**config.mk**
```make
export PLATFORM = sky130hd
export DESIGN_NAME = irqdist_ctl_regs
export DESIGN_NICKNAME = d
export VERILOG_FILES = /design/src/rtl/irqdist_pkg.sv /design/src/rtl/irqdist_range_chk.sv /design/src/rtl/irqdist_rd_fmt.sv /design/src/rtl/irqdist_ctl_core.sv /design/src/rtl/irqdist_ctl_regs.sv
export SDC_FILE = /design/constraint.sdc
export NUM_CORES = 1
export LEC_CHECK = 0
export BUFFER_PORTS_ARGS = -buffer_cell sky130_fd_sc_hd__clkbuf_2
export CORE_MARGIN = 2
export CORE_UTILIZATION = 54
export DETAILED_ROUTE_END_ITERATION = 6
export GPL_TIMING_DRIVEN = 0
export PLACE_DENSITY = 0.88
export SYNTH_ARGS = -nofsm -noshare
export SYNTH_HDL_FRONTEND = slang
export SYNTH_HIERARCHICAL = 1
export SYNTH_SLANG_ARGS = --single-unit
export TNS_END_PERCENT = 1
```
**constraint.sdc**
```tcl
create_clock -name clk -period 3.5 [get_ports clk]
set_input_delay 0.35 -clock clk [delete_from_list [all_inputs] [get_ports clk]]
set_output_delay 0.35 -clock clk [all_outputs]
set_load 0.01 [all_outputs]
```
**src/rtl/irqdist_pkg.sv**
```systemverilog
package irqdist_pkg;

   // Number of regions in the distributor map
   localparam int NUM_RGN = 14;

   // Bytes covered by the global control window
   localparam int CTL_WIN = 12;

   typedef enum logic [1:0] {
      SEL_CTL  = 2'd0,
      SEL_TYP  = 2'd1,
      SEL_IID  = 2'd2,
      SEL_NONE = 2'd3
   } reg_sel_e;

   // Region start offsets
   localparam logic [11:0] RGN_BASE [NUM_RGN] = '{
      12'h000,                                     // control window
      12'h080, 12'h100, 12'h180, 12'h200,          // one bit per line
      12'h280, 12'h300, 12'h380,
      12'h400, 12'h800,                            // one byte per line
      12'hC00,                                     // two bits per line
      12'hF00, 12'hF10, 12'hF20                    // fixed software words
   };

   // Bits per interrupt line, 0 for a fixed-length region
   localparam int RGN_BPI [NUM_RGN] = '{
      0, 1, 1, 1, 1, 1, 1, 1, 8, 8, 2, 0, 0, 0
   };

   // Byte length of the fixed-length regions
   localparam int RGN_LEN [NUM_RGN] = '{
      CTL_WIN, 0, 0, 0, 0, 0, 0, 0, 0, 0, 0, 4, 16, 16
   };

   function automatic reg_sel_e decode_sel(input logic [11:0] off);
      if (off < 12'(CTL_WIN) && off[1:0] == 2'b00)
         return reg_sel_e'(off[3:2]);
      return SEL_NONE;
   endfunction

endpackage

```
**src/rtl/irqdist_range_chk.sv**
```systemverilog
module irqdist_range_chk
   import irqdist_pkg::*;
#(
   parameter int SPI_W = 10
) (
   input  logic [11:0]      addr,
   input  logic [SPI_W-1:0] spi_count,
   output logic             aligned,
   output logic             in_map
);

   localparam int PROD_W = SPI_W + 4;
   localparam int SUM_W  = ((PROD_W > 12) ? PROD_W : 12) + 1;

   logic [SUM_W-1:0]   total;
   logic [SUM_W-1:0]   off_ext;
   logic [NUM_RGN-1:0] hit;

   assign total   = SUM_W'(spi_count) + SUM_W'(32);
   assign off_ext = SUM_W'(addr);
   assign aligned = (addr[1:0] == 2'b00);

   for (genvar g = 0; g < NUM_RGN; g++) begin : g_rgn
      localparam logic [SUM_W-1:0] BASE_G = SUM_W'(RGN_BASE[g]);
      logic [SUM_W-1:0] len;
      if (RGN_BPI[g] == 0) begin : g_fixed
         assign len = SUM_W'(RGN_LEN[g]);
      end else begin : g_scaled
         assign len = (total * SUM_W'(RGN_BPI[g])) >> 3;
      end
      assign hit[g] = (off_ext >= BASE_G) && (off_ext < BASE_G + len);
   end

   assign in_map = |hit;

   if (SPI_W < 5 || SPI_W > 12) begin : g_bad_spi_w
      $error("irqdist_range_chk: SPI_W must lie in 5..12");
   end

endmodule

```
**src/rtl/irqdist_rd_fmt.sv**
```systemverilog
module irqdist_rd_fmt
   import irqdist_pkg::*;
#(
   parameter int          SPI_W     = 10,
   parameter int          CPU_W     = 3,
   parameter logic [7:0]  PROD_CODE = 8'hA5,
   parameter logic [11:0] IMPL_CODE = 12'h3C1
) (
   input  reg_sel_e         sel,
   input  logic             en,
   input  logic [SPI_W-1:0] spi_count,
   input  logic [CPU_W:0]   cpu_count,
   output logic [31:0]      word
);

   logic [SPI_W:0] total;
   logic [31:0]    typ_word;
   logic [31:0]    iid_word;

   assign total    = (SPI_W+1)'(spi_count) + (SPI_W+1)'(32);
   assign typ_word = {24'h0, 3'(cpu_count - 1'b1), 5'((total >> 5) - 1'b1)};
   assign iid_word = {PROD_CODE, 12'h000, IMPL_CODE};

   always_comb begin
      unique case (sel)
         SEL_CTL: word = {31'h0, en};
         SEL_TYP: word = typ_word;
         SEL_IID: word = iid_word;
         default: word = 32'h0;
      endcase
   end

endmodule

```
**src/rtl/irqdist_ctl_core.sv**
```systemverilog
module irqdist_ctl_core (
   input  logic clk,
   input  logic rst_n,
   input  logic wr_ok,
   input  logic wbit,
   output logic glob_en,
   output logic wake_all
);

   always_ff @(posedge clk) begin
      if (!rst_n) begin
         glob_en  <= 1'b0;
         wake_all <= 1'b0;
      end else begin
         wake_all <= wr_ok && wbit && !glob_en;
         if (wr_ok)
            glob_en <= wbit;
      end
   end

   // a pulse only follows a rise of the enable
   p_wake_edge_r4: assert property (@(posedge clk) disable iff (!rst_n)
      wake_all |-> (glob_en && !$past(glob_en)));

   // never two pulses back to back
   p_wake_single_r4: assert property (@(posedge clk) disable iff (!rst_n)
      wake_all |=> !wake_all);

   // the enable only moves on an accepted control write
   p_en_hold_r3: assert property (@(posedge clk) disable iff (!rst_n)
      !wr_ok |=> $stable(glob_en));

endmodule

```
**src/rtl/irqdist_ctl_regs.sv**
```systemverilog
module irqdist_ctl_regs
   import irqdist_pkg::*;
#(
   parameter int          SPI_W     = 10,
   parameter int          CPU_W     = 3,
   parameter logic [7:0]  PROD_CODE = 8'hA5,
   parameter logic [11:0] IMPL_CODE = 12'h3C1
) (
   input  logic             clk,
   input  logic             rst_n,
   input  logic             rd_stb,
   input  logic             wr_stb,
   input  logic [11:0]      addr,
   input  logic [31:0]      wdata,
   input  logic [SPI_W-1:0] spi_count,
   input  logic [CPU_W:0]   cpu_count,
   output logic [31:0]      rdata,
   output logic             glob_en,
   output logic             wake_all,
   output logic             acc_err
);

   reg_sel_e    sel;
   logic        aligned;
   logic        in_map;
   logic        err_now;
   logic        wr_ok;
   logic [31:0] word;
   logic        unused_wdata;

   assign sel          = decode_sel(addr);
   assign wr_ok        = wr_stb && (sel == SEL_CTL);
   assign err_now      = (rd_stb || wr_stb) && (!aligned || !in_map);
   assign unused_wdata = ^wdata[31:1];

   irqdist_range_chk #(.SPI_W(SPI_W)) u_range (
      .addr      (addr),
      .spi_count (spi_count),
      .aligned   (aligned),
      .in_map    (in_map)
   );

   irqdist_rd_fmt #(
      .SPI_W     (SPI_W),
      .CPU_W     (CPU_W),
      .PROD_CODE (PROD_CODE),
      .IMPL_CODE (IMPL_CODE)
   ) u_fmt (
      .sel       (sel),
      .en        (glob_en),
      .spi_count (spi_count),
      .cpu_count (cpu_count),
      .word      (word)
   );

   irqdist_ctl_core u_core (
      .clk      (clk),
      .rst_n    (rst_n),
      .wr_ok    (wr_ok),
      .wbit     (wdata[0]),
      .glob_en  (glob_en),
      .wake_all (wake_all)
   );

   always_ff @(posedge clk) begin
      if (!rst_n) begin
         rdata   <= 32'h0;
         acc_err <= 1'b0;
      end else begin
         rdata   <= rd_stb ? word : 32'h0;
         acc_err <= err_now;
      end
   end

   if (CPU_W < 1 || CPU_W > 3) begin : g_bad_cpu_w
      $error("irqdist_ctl_regs: CPU_W must lie in 1..3");
   end

   // misaligned strobes are flagged next cycle
   p_misalign_r8: assert property (@(posedge clk) disable iff (!rst_n)
      ((rd_stb || wr_stb) && addr[1:0] != 2'b00) |=> acc_err);

   // no read strobe, no read data
   p_quiet_r2: assert property (@(posedge clk) disable iff (!rst_n)
      !rd_stb |=> (rdata == 32'h0));

   // writes away from the control word leave the enable alone
   p_ro_write_r7: assert property (@(posedge clk) disable iff (!rst_n)
      (wr_stb && addr != 12'h000) |=> ($stable(glob_en) && !wake_all));

   // idle cycles never raise the error flag
   p_err_idle_r9: assert property (@(posedge clk) disable iff (!rst_n)
      !(rd_stb || wr_stb) |=> !acc_err);

endmodule

```
==> results.py <==
metrics = {
    "status": {
        "run_status": "finished, final reports clean",
    },
    "critical_path": {
        "cpPeakStageDelay_ns": 0.44,
        "worst_r2r_endpoint": "rdata[0]",
        "critical_path.startpoint_type": "input port",
        "setup.worst_path.class": "in -> reg",
        "timing.critical_path.slowest_stage_cell": "a2111oi_0",
        "cp_top_family": "compound AO/OA/AOI/OAI gates",
        "crit_path_cell_trace": "clkbuf_2 -> ha_1 -> xnor2_1 -> ha_1 -> a21oi_1 -> o21ai_0 -> a21oi_1 -> nor4_1 -> a2111oi_0 -> a21oi_1 -> nand4_1 -> a21oi_1",
        "maximum_net_fanout_on_the_critical_path": 13,
        "setup.worst_path.start": "spi_count[5]",
        "worstSetupPathDepth": 12,
        "reg2reg_setup_slack_ns": 2.71,
        "critical_path_required_ns": 3.68,
        "critical_path_sink": "acc_err",
        "cp.arrival_ns": 2.86,
        "critPathMostFrequentCell": "a21oi_1",
        "crit_path_end_kind": "register",
        "worst_r2r_startpoint": "u_core/glob_en",
        "r2r_cells": 3,
        "cp_num_buf_inv": 1,
    },
    "timing": {
        "clock.fmax_mhz": 372.3,
        "hold_viol": 0,
        "timing.clock.skew_ns": 0.0004164,
        "period_share_pct": 76.75,
        "slew_viol_final": 0,
        "finalSetupViolations": 0,
        "timing.hold.ws_ns": 0.3325,
        "timing.setup.tns_ns": 0,
        "period_minus_slack_ns": 2.686,
        "rsz0062_at_grt": "false",
    },
    "clocking": {
        "clk_sink_count": 35,
        "clock_tree.htree_level_count": 2,
        "cts_resized": 0,
        "tritoncts": "built",
        "cts-root-buf": "clkbuf_8",
        "maximum_count_of_clock_buffers_along_a_single_path": 2,
        "post-cts-setup-buffer-count": 0,
        "postCtsHoldBufs": 0,
        "clk-insertion-delay-late_ns": 0.28,
        "clk_pin_slew_ns": 0.06,
        "inserted_clock_buffers": 5,
    },
    "drt": {
        "via_per_inst": 5.501,
        "drt_pre_antenna_iters": 4,
        "postRouteAntennaNets": 0,
        "routed_wirelength_um": 5556,
        "first_iter_violations": 106,
        "post_drt_wl_per_cell_um": 13.07,
        "dr_total_vias": 2338,
        "drc_errors": 0,
    },
    "power_and_ir_drop": {
        "ir_worst_vdd_v": 0.0001884,
        "report.power.total_mw": 0.9978,
        "p_leak_nw": 1.604,
        "power.density_cell_area_nw_per_um2": 331.3,
    },
    "yosys": {
        "synth_seq_area_share_pct": 28.66,
        "main_combinational_cell_family_by_area_after_synthesis": "simple AND/OR/NAND/NOR gates",
        "post_synth_most_frequent_cells": "35 x dfxtp_1, 33 x and3_1, 29 x ha_1, 23 x buf_4, 19 x nor2_1",
        "synth_adder_area_share_pct": 15.30,
        "post_synth.cell_area_avg_um2": 8.609,
        "synthSimpleGateAreaFrac_pct": 26.61,
        "synth_cell_type_count": 50,
        "netlist.top_cell.by_area": "dfxtp_1",
        "number_of_flops_mapped_to_enable_cells_by_yosys": 0,
        "postSynthRegisterBits": 35,
        "synthesis_warning_total": 6,
        "syn-cell-area_um2": 2445,
        "largest_cells_by_area_after_synthesis": "dfxtp_1 29%, ha_1 15%, and3_1 8.4%",
        "ys_async_sr_fraction_pct": 0,
        "synth_xor_xnor_area_share_pct": 5.067,
        "ys.flop_type": "dfxtp_1",
        "synth.area.mux_share_pct": 0.4094,
        "fraction_of_post_synthesis_cell_area_in_the_top_cell_type_by_area_pct": 28.66,
        "yosys.cell_count.top_type": "dfxtp_1",
        "synth_cells": 284,
        "compound_gate_portion_of_the_synthesized_area_pct": 12.54,
    },
    "worst_hold_path": {
        "timing.hold.worst.class": "in -> reg",
    },
    "die": {
        "chipWidth_um": 71.29,
        "floorplan.initialDensity_pct": 56.15,
        "floorplan_die_area_um2": 5082,
        "ioPinCount": 97,
        "die_height_um": 71.29,
        "core_region_area_um2": 4354,
        "std_cell_rows": 24,
    },
    "cells_and_area": {
        "layout-drive-gt1-share_pct": 29.22,
        "area_of_the_multi_input_gates_um2": 1533,
        "antenna_cells_inserted": 0,
        "final_nets": 463,
        "nFillCells": 341,
        "areaGrowthSynthToFinish_pct": 23.18,
        "layout.area.seq_um2": 700.7,
        "fin_util_pct": 69.17,
    },
    "global_route": {
        "vias_in_the_first_global_route": 2152,
        "grt_first_pass_wirelength_um": 9335,
        "total_congestion_overflow_after_global_routing": 0,
        "grt_start_max_net_pins": 14,
        "grt_util_all_layers_pct": 22.53,
        "grt_antenna_before_repair": 0,
    },
    "placement": {
        "numPortBuffers": 64,
        "detailed_place_hpwl_um": 4287,
        "final_weighted_congestion_in_routability_driven_placement": 0.9412,
    },
    "run": {
        "timing.max_cap.violations": 0,
    },
}
flip-flops by register name, summed over array words and instances (netlist names):
signal	cells
acc_err	1
rdata	32
u_core/glob_en	1
u_core/wake_all	1
layer usage:
layer,wire length (um),vias to the layer above,GRT usage (%)
met2,2779,99,41.26
met3,382,15,4.501
met4,138,0,9.434
li1,-,1158,-
met1,2256,1066,25.26
met5,0,-,0
metrics by stage:
step           instances  area (um^2)  worst slack [ns]
2_1_floorplan        301         2509             1.344
3_3_place_gp         417         2894            0.5910
3_5_place_dp         417         2894            0.5473
4_1_cts              425         3012            0.8610
5_1_grt              425         3012            0.5530
6_report             425         3012            0.8138
placed cells by master (no fill, tap or decap), drive strengths merged, types with 3 or more instances in the layout:
master,netlist,layout
nor3,7,7
dfxtp,35,35
a21oi,14,14
o21ai,14,14
o22ai,4,4
conb,1,18
buf,28,28
xor2,3,3
xnor2,9,9
nor2,19,19
nand3,10,10
nand2b,5,5
and3,34,34
clkbuf,5,75
nand2,9,9
nor4,3,3
ha,29,29
nor2b,4,4
nand4,4,4
a31oi,5,5
inv,13,13
a211oi,3,3
where the power goes:
group / total (mW) / switching (mW) / leakage, nW / internal, mW
clock network: 0.364 / 0.134 / 0.0612 / 0.230
registers: 0.410 / 0.00244 / 0.285 / 0.408
logic: 0.224 / 0.127 / 1.26 / 0.0969
worst min-delay path by stage:
stage	startpoint	to	slack (ns)	cells past startpoint
2_1_floorplan	rst_n	u_core/glob_en	0.48	1
3_5_place_dp	u_core/glob_en	u_core/glob_en	0.56	2
3_3_place_gp	u_core/glob_en	u_core/glob_en	0.55	2
6_report	wr_stb	acc_err	0.33	3
5_1_grt	wr_stb	acc_err	0.36	3
4_1_cts	wr_stb	acc_err	0.33	3
cell families (layout without fill, tap and decap cells):
family                     after synthesis  count (layout)
other                                    1              18
xor gates and xnor gates                12              12
muxes                                    1               1
buffers and inverters                   46             118
adders and majority gates               30              30
DFF                                     35              35
and+or+nand+nor                        108             108
AOI/OAI and AO/OA                       51              51
final cells by class:
type                       instances  area share [%]
inverter                          13           1.620
clock inverter                     2           1.163
tap                               52           2.160
timing repair buffer              64           10.64
buffer                            33           7.520
sequential                        35           23.27
clock buffer                       6           2.742
multi-input combinational        220           50.89
worst register-to-register path, cell delays in order (launching register included):
cell and delay (ns):
dfxtp_1 0.37, nor2_1 0.05, o22ai_1 0.15, and3_1 0.17
(Power assumes the default switching activity.)
